**src/rtl/lcd_mux_pkg.sv**
```systemverilog
package lcd_mux_pkg;

    typedef logic [1:0] lvl_t;

    localparam lvl_t LVL_LOW  = 2'b00;
    localparam lvl_t LVL_MID  = 2'b01;
    localparam lvl_t LVL_HIGH = 2'b10;

    // mirror a full-swing level; mid stays mid
    function automatic lvl_t lvl_flip(input lvl_t l);
        lvl_t r;
        case (l)
            LVL_HIGH: r = LVL_LOW;
            LVL_LOW:  r = LVL_HIGH;
            default:  r = LVL_MID;
        endcase
        return r;
    endfunction

    // level of the selected common for a frame polarity
    function automatic lvl_t lvl_select(input logic pol);
        return pol ? LVL_LOW : LVL_HIGH;
    endfunction

endpackage

```
**src/rtl/lcd_mux_timebase.sv**
```systemverilog
module lcd_mux_timebase #(
    parameter int SLOT_CYC = 250,
    parameter int NUM_COM  = 4,
    localparam int TW = (SLOT_CYC > 1) ? $clog2(SLOT_CYC) : 1,
    localparam int SW = (NUM_COM > 1) ? $clog2(NUM_COM) : 1
) (
    input  logic          clk,
    input  logic          rst_n,
    input  logic          run_req,
    output logic          running,
    output logic [SW-1:0] slot,
    output logic          pol,
    output logic          slot_end
);

    localparam logic [TW-1:0] TICK_LAST = TW'(SLOT_CYC - 1);
    localparam logic [SW-1:0] SLOT_LAST = SW'(NUM_COM - 1);

    typedef struct packed {
        logic          run;
        logic [TW-1:0] tick;
        logic [SW-1:0] slot;
        logic          pol;
    } tb_state_t;

    tb_state_t st_d, st_q;

    always_comb begin
        st_d     = st_q;
        st_d.run = run_req;
        if (!run_req || !st_q.run) begin
            st_d.tick = '0;
            st_d.slot = '0;
            st_d.pol  = 1'b0;
        end else if (st_q.tick == TICK_LAST) begin
            st_d.tick = '0;
            if (st_q.slot == SLOT_LAST) begin
                st_d.slot = '0;
                st_d.pol  = ~st_q.pol;
            end else begin
                st_d.slot = st_q.slot + 1'b1;
            end
        end else begin
            st_d.tick = st_q.tick + 1'b1;
        end
    end

    always_ff @(posedge clk or negedge rst_n) begin
        if (!rst_n) begin
            st_q <= '0;
        end else begin
            st_q <= st_d;
        end
    end

    assign running  = st_q.run;
    assign slot     = st_q.slot;
    assign pol      = st_q.pol;
    assign slot_end = st_q.run && (st_q.tick == TICK_LAST);

    AST_TICK_RANGE: assert property (@(posedge clk) disable iff (!rst_n)
        st_q.tick <= TICK_LAST);

    AST_POL_FLIP: assert property (@(posedge clk) disable iff (!rst_n)
        (run_req && slot_end && st_q.slot == SLOT_LAST) |=> (st_q.pol != $past(st_q.pol)));

    AST_POL_HOLD: assert property (@(posedge clk) disable iff (!rst_n)
        (run_req && st_q.run && !(slot_end && st_q.slot == SLOT_LAST)) |=> $stable(st_q.pol));

    AST_RESTART: assert property (@(posedge clk) disable iff (!rst_n)
        !run_req |=> (st_q.tick == '0 && st_q.slot == '0 && !st_q.pol && !st_q.run));

endmodule

```
**src/rtl/lcd_mux_pattern.sv**
```systemverilog
module lcd_mux_pattern #(
    parameter int NUM_SEG = 20,
    parameter int NUM_COM = 4,
    localparam int AW = (NUM_SEG > 1) ? $clog2(NUM_SEG) : 1
) (
    input  logic                             clk,
    input  logic                             rst_n,
    input  logic                             wr_en,
    input  logic [AW-1:0]                    wr_addr,
    input  logic [NUM_COM-1:0]               wr_nib,
    input  logic                             load,
    output logic [NUM_SEG-1:0][NUM_COM-1:0]  shown
);

    localparam logic [AW:0] SEG_LIMIT = (AW + 1)'(NUM_SEG);

    typedef struct packed {
        logic [NUM_SEG-1:0][NUM_COM-1:0] staged;
        logic [NUM_SEG-1:0][NUM_COM-1:0] shown;
    } pat_state_t;

    pat_state_t st_d, st_q;
    logic       addr_ok;

    assign addr_ok = ({1'b0, wr_addr} < SEG_LIMIT);

    always_comb begin
        st_d = st_q;
        // the copy reads the old staged value, so a write in a load cycle waits a slot
        if (load) begin
            st_d.shown = st_q.staged;
        end
        if (wr_en && addr_ok) begin
            st_d.staged[wr_addr] = wr_nib;
        end
    end

    always_ff @(posedge clk or negedge rst_n) begin
        if (!rst_n) begin
            st_q <= '0;
        end else begin
            st_q <= st_d;
        end
    end

    assign shown = st_q.shown;

    AST_SHOWN_HELD: assert property (@(posedge clk) disable iff (!rst_n)
        !load |=> $stable(st_q.shown));

    AST_BAD_ADDR_IGNORED: assert property (@(posedge clk) disable iff (!rst_n)
        (!(wr_en && addr_ok)) |=> $stable(st_q.staged));

endmodule

```
**src/rtl/lcd_mux_encoder.sv**
```systemverilog
module lcd_mux_encoder
    import lcd_mux_pkg::*;
#(
    parameter int NUM_SEG  = 20,
    parameter int NUM_COM  = 4,
    parameter int GRP_SIZE = 4,
    localparam int NUM_GRP = (NUM_SEG + GRP_SIZE - 1) / GRP_SIZE,
    localparam int SW      = (NUM_COM > 1) ? $clog2(NUM_COM) : 1
) (
    input  logic                             running,
    input  logic [SW-1:0]                    slot,
    input  logic                             pol,
    input  logic [NUM_SEG-1:0][NUM_COM-1:0]  shown,
    input  logic [NUM_GRP-1:0]               grp_release,
    output logic [2*NUM_COM-1:0]             com_lvl,
    output logic [2*NUM_SEG-1:0]             seg_lvl,
    output logic [NUM_SEG-1:0]               seg_oe
);

    lvl_t sel_lvl;
    lvl_t on_lvl;

    assign sel_lvl = lvl_select(pol);
    assign on_lvl  = lvl_flip(sel_lvl);

    for (genvar c = 0; c < NUM_COM; c++) begin : g_com
        always_comb begin
            if (!running) begin
                com_lvl[2*c +: 2] = LVL_LOW;
            end else if (slot == SW'(c)) begin
                com_lvl[2*c +: 2] = sel_lvl;
            end else begin
                com_lvl[2*c +: 2] = LVL_MID;
            end
        end
    end

    for (genvar s = 0; s < NUM_SEG; s++) begin : g_seg
        localparam int G = s / GRP_SIZE;
        logic seg_on;
        assign seg_on = shown[s][slot];
        always_comb begin
            if (!running || grp_release[G]) begin
                seg_lvl[2*s +: 2] = LVL_LOW;
            end else if (seg_on) begin
                seg_lvl[2*s +: 2] = on_lvl;
            end else begin
                seg_lvl[2*s +: 2] = sel_lvl;
            end
        end
        assign seg_oe[s] = ~grp_release[G];
    end

endmodule

```
**src/rtl/lcd_mux_driver.sv**
```systemverilog
module lcd_mux_driver
    import lcd_mux_pkg::*;
#(
    parameter int NUM_SEG   = 20,
    parameter int NUM_COM   = 4,
    parameter int FRAME_CYC = 1000,
    parameter int GRP_SIZE  = 4,
    localparam int NUM_GRP  = (NUM_SEG + GRP_SIZE - 1) / GRP_SIZE,
    localparam int AW       = (NUM_SEG > 1) ? $clog2(NUM_SEG) : 1
) (
    input  logic                 clk,
    input  logic                 rst_n,
    input  logic                 enable,
    input  logic                 backup,
    input  logic                 wr_en,
    input  logic [AW-1:0]        wr_addr,
    input  logic [NUM_COM-1:0]   wr_nib,
    input  logic [NUM_GRP-1:0]   grp_release,
    output logic [2*NUM_COM-1:0] com_lvl,
    output logic [2*NUM_SEG-1:0] seg_lvl,
    output logic [NUM_SEG-1:0]   seg_oe
);

    localparam int SLOT_CYC = FRAME_CYC / NUM_COM;
    localparam int SW       = (NUM_COM > 1) ? $clog2(NUM_COM) : 1;

    logic                            run_req;
    logic                            running;
    logic [SW-1:0]                   slot;
    logic                            pol;
    logic                            slot_end;
    logic                            load;
    logic [NUM_SEG-1:0][NUM_COM-1:0] shown;

    assign run_req = enable & ~backup;
    // load at every slot boundary, and keep loading while idle so drive starts fresh
    assign load    = slot_end | ~running;

    lcd_mux_timebase #(
        .SLOT_CYC (SLOT_CYC),
        .NUM_COM  (NUM_COM)
    ) u_timebase (
        .clk      (clk),
        .rst_n    (rst_n),
        .run_req  (run_req),
        .running  (running),
        .slot     (slot),
        .pol      (pol),
        .slot_end (slot_end)
    );

    lcd_mux_pattern #(
        .NUM_SEG (NUM_SEG),
        .NUM_COM (NUM_COM)
    ) u_pattern (
        .clk     (clk),
        .rst_n   (rst_n),
        .wr_en   (wr_en),
        .wr_addr (wr_addr),
        .wr_nib  (wr_nib),
        .load    (load),
        .shown   (shown)
    );

    lcd_mux_encoder #(
        .NUM_SEG  (NUM_SEG),
        .NUM_COM  (NUM_COM),
        .GRP_SIZE (GRP_SIZE)
    ) u_encoder (
        .running     (running),
        .slot        (slot),
        .pol         (pol),
        .shown       (shown),
        .grp_release (grp_release),
        .com_lvl     (com_lvl),
        .seg_lvl     (seg_lvl),
        .seg_oe      (seg_oe)
    );

    logic [NUM_COM-1:0] com_active;
    for (genvar c = 0; c < NUM_COM; c++) begin : g_com_act
        assign com_active[c] = (com_lvl[2*c +: 2] != LVL_MID);
    end

    AST_ONE_SELECTED: assert property (@(posedge clk) disable iff (!rst_n)
        running |-> ($countones(com_active) == 1));

    AST_BACKUP_LOW: assert property (@(posedge clk) disable iff (!rst_n)
        backup |=> (com_lvl == '0 && seg_lvl == '0));

    for (genvar s = 0; s < NUM_SEG; s++) begin : g_seg_chk
        AST_SEG_NOT_MID: assert property (@(posedge clk) disable iff (!rst_n)
            (running && !grp_release[s / GRP_SIZE]) |-> (seg_lvl[2*s +: 2] != LVL_MID));
        AST_RELEASED_QUIET: assert property (@(posedge clk) disable iff (!rst_n)
            grp_release[s / GRP_SIZE] |-> (!seg_oe[s] && seg_lvl[2*s +: 2] == LVL_LOW));
    end

endmodule

```
**config.mk**
```make
export PLATFORM = sky130hd
export DESIGN_NAME = lcd_mux_driver
export DESIGN_NICKNAME = d
export VERILOG_FILES = /design/src/rtl/lcd_mux_pkg.sv /design/src/rtl/lcd_mux_timebase.sv /design/src/rtl/lcd_mux_pattern.sv /design/src/rtl/lcd_mux_encoder.sv /design/src/rtl/lcd_mux_driver.sv
export SDC_FILE = /design/constraint.sdc
export NUM_CORES = 1
export LEC_CHECK = 0
export ABC_AREA = 1
export CAP_MARGIN = 20
export CORE_UTILIZATION = 31
export CTS_CLUSTER_SIZE = 14
export DETAILED_ROUTE_END_ITERATION = 8
export GPL_TIMING_DRIVEN = 0
export MAX_ROUTING_LAYER = met4
export SLEW_MARGIN = 30
export SYNTH_ARGS = -nofsm -noshare
export SYNTH_HDL_FRONTEND = slang
export SYNTH_HIERARCHICAL = 1
export SYNTH_SLANG_ARGS = --single-unit
```
**constraint.sdc**
```tcl
create_clock -name clk -period 2.1 [get_ports clk]
set_input_delay 0.63 -clock clk [delete_from_list [all_inputs] [get_ports clk]]
set_output_delay 0.63 -clock clk [all_outputs]
set_load 0.03 [all_outputs]
```
==> impl_results.md <==
* Status: complete, but fails checks
* Failing checks: negative setup slack
* Final Non-Filler Cells at 1564
* Clock slew at reported path FFs at 0.07 ns
* Vias per cell at 4.404
* Sequential cell area at 4304 sq um
* Pwr per Cell Area at 811.9 nW/um^2
* GRT Util Overall at 16.18%
* Detailed placer's ending HPWL at 15040 um
* Commonest non-fill, non-tap cell in the layout: nand2_1
* CTS sink cnt at 172
* Family with the most delay on the worst path: buffers and inverters
* Skew final at 0.008886 ns
* Synth cell types at 28
* Layout cell share with drive strength beyond 1 at 38.81%
* Fin crit share at 118.5%
* Post-route ant nets at 0
* Gate Count Post-Synth at 1041
* # port buffers at 62
* Initial Utilization at 31.51%
* Switching share of power at 28.36%
* Root Driver: clkbuf_16
* Multi-input gate area at 3775 sq um
* Worst min-delay path class: reg2reg
* Largest net degree at the start of global routing at 85
* Flop pwr share at 45.4%
* Worst Hold Slack at 0.4659 ns
* Synthesized cell area at 9020 sq um
* Reg2reg start: u_timebase/st_q[4]
* Final setup margin at -0.3877 ns
* Core Rows at 62
* RD Place Congestion at 0.7881
* Hold EP: u_pattern/st_q[142]
* # H-tree levels at 4
* Initial antenna violation count at 0
* CTS tree: done
* Register bit count reported by yosys at 172
* Min-delay src: u_pattern/st_q[142]
* Vias in the first global route at 6609
* # DRC at 0
* Die ar. at 29780 sq um
* Reg-to-reg slack, setup at 0.18 ns
* Cell with the most instances on the worst path: nand2_2
* Wire length per cell at 14.49 um
* Final wirelength at 22660 um
* Slew @ Worst Pin at 0.8309 ns
* Diodes inserted at 0
* Area grow syn2layout at 26.91%
* First-pass GRT wire length at 36380 um
* Clock Power Share at 32.7%
* Slew Limit Fails at 0
* CORE AREA at 28630 sq um
* Synth Warn # at 6
* Sequential element share of the synthesized area at 47.72%
* Starting DRT DRC Count at 379
* CTS buffer count at 17
* Commonest cells after routing, fill and taps aside: nand2_1 (365), dfrtp_1 (172), buf_4 (150), mux2_2 (80), nand2_2 (64)
* Max_slew headroom at 44.61%
* Clock buffer depth at 2
* Hold path cells at 2
* Critical path buffers and inverters at 5
* Syn_area_per_cell at 8.665 sq um
* Ports at 87
* WP data arrival at 1.86 ns
* RSZ-0062 raised after global routing: true
* Kind of critical path: reg2out
* Critical Path Source: u_timebase/slot[0]
* Slowest stage cell, crit path: dfrtp_1
* Final worst path period need at 2.488 ns
* Leak Pwr at 5.827 nW
* CP Launch Type: flop
* Clk_lat worst skew at 0.43 ns
* Crit-path cells: buf_6 > inv_12 > buf_8 > buf_8 > nand2_2 > nand2_2 > nand2_2 > nand3_2 > nand2_2 > nor2_2 > buf_6
* Worst setup EP type: output pin
* Drt first pass iters at 4
* Placed cells at 1508
* Req. time, crit path at 1.47 ns
* Via count at 6888
* P_int at 6.658 mW
* Logic pwr share at 21.9%
* Reg2reg end: u_pattern/shown[71]
* Reg2Reg Depth at 10
* Switching power at 2.636 mW
* Die H at 172.6 um
* Max incr delay on CP at 0.39 ns
* MaxCap Viol Count at 0
* Final Hold Fails at 0
* Max VDD drop at 0.4707 mV
* Highest Clock Rate at 402.0 MHz
* Fillers at 2890
* DIE WIDTH at 172.6 um
* Final setup vio count at 28
* CP max FO at 8
* Total Nets Final at 1189
* Grt ovf at 0
flip-flops by register name, indices dropped and copies added (netlist names):
| name | cells |
|---|---|
| u_timebase/slot | 2 |
| u_pattern/st_q | 80 |
| u_timebase/st_q | 8 |
| u_pattern/shown | 80 |
| u_timebase/pol | 1 |
| u_timebase/running | 1 |
per-layer routing:
metal	routed length, um	up-vias	GRT usage (%)
li1	-	3405	-
met1	10510	3312	21.07
met2	10870	147	25.77
met3	849	24	2.836
met4	420	0	4.576
met5	0	-	-
what timing repair did:
item	CTS	global route
buffers inserted	16	8
hold buffers	1	0
setup endpoints to repair	128	107
cloned	3	1
pin swaps	11	14
resized for setup	306	81
endpoints found under the hold margin	12	0
Yosys cell counts:
cell	count	share of area, %
nor2_2	3	0.21
nor2_1	54	2.2
nand2_2	26	1.8
conb_1	1	0.042
ha_1	3	0.42
nand2_1	404	17
nand4_1	1	0.069
clkbuf_1	9	0.37
xor2_1	1	0.097
a21oi_1	26	1.4
xnor2_1	1	0.097
inv_8	1	0.12
nand3_1	66	3.7
nor2_4	3	0.37
nand2_4	1	0.12
nand3_2	1	0.11
mux2_2	80	10
buf_4	126	10
or2_2	2	0.14
inv_1	24	1.0
inv_2	3	0.12
buf_2	15	0.83
buf_12	2	0.44
clkinv_1	1	0.042
dfrtp_1	172	48
buf_6	6	0.75
nor3_1	7	0.39
buf_1	2	0.083
worst min-delay path, cell delays in order, from the launching register on:
cell and delay (ns):
dfrtp_1 0.34, nand2_1 0.05, nand2_1 0.04
worst max-delay path by stage:
| stage | end | slack, ns | cells after the start |
|---|---|---|---|
| floorplan | com_lvl[1] | -0.08 | 3 |
| global placement | u_timebase/st_q[5] | -6.85 | 1 |
| detailed placement | seg_lvl[19] | -0.98 | 5 |
| CTS | seg_lvl[17] | -0.48 | 11 |
| global route | seg_lvl[27] | -0.54 | 9 |
| finish | seg_lvl[35] | -0.39 | 11 |
through the flow:
stage	setup slack [ns]	area [sq um]	util (%)	total power, mW	setup TNS (ns)
2_1_floorplan	-0.07778	9141	-	5.730	-0.3111
3_3_place_gp	-6.848	10240	35.78	6.162	-1242.91
3_5_place_dp	-0.9827	10300	35.99	6.222	-70.82
4_1_cts	-0.4798	11170	39.02	9.313	-9.269
5_1_grt	-0.5363	11450	39.99	9.797	-11.58
6_report	-0.3877	11450	39.99	9.294	-8.335
area by class of cell:
| type | count | area share, % |
|---|---|---|
| clock buffers | 18 | 3.749 |
| clock inverters | 14 | 1.180 |
| plain buffers | 156 | 10.42 |
| flip-flops and latches | 172 | 37.60 |
| inverters | 29 | 1.137 |
| repair buffers | 92 | 8.744 |
| multi-input cells | 699 | 32.98 |
| well taps | 384 | 4.197 |
cell families (layout without fill, tap and decap cells):
family                     Yosys count  after routing  synth area share, %
other                                1             20              0.04157
xor gates and xnor gates             2              2               0.1942
AOI/OAI and AO/OA                   26             26                1.443
and+or+nand+nor                    568            568                25.94
DFF                                172            172                47.72
muxes                               80             80                9.987
buffers and inverters              189            309                14.26
adders and majority gates            3              3               0.4162
power groups by stage:
stage               Combinational, mW  Sequential, mW  Clock [mW]
CTS                              1.98            4.22        3.11
floorplan                        1.54            4.19           0
global placement                 1.89            4.27           0
global route                     2.25            4.31        3.24
detailed placement               1.94            4.28           0
finish                           2.03            4.22        3.04
No activity file was read; power rests on OpenSTA's default activity.
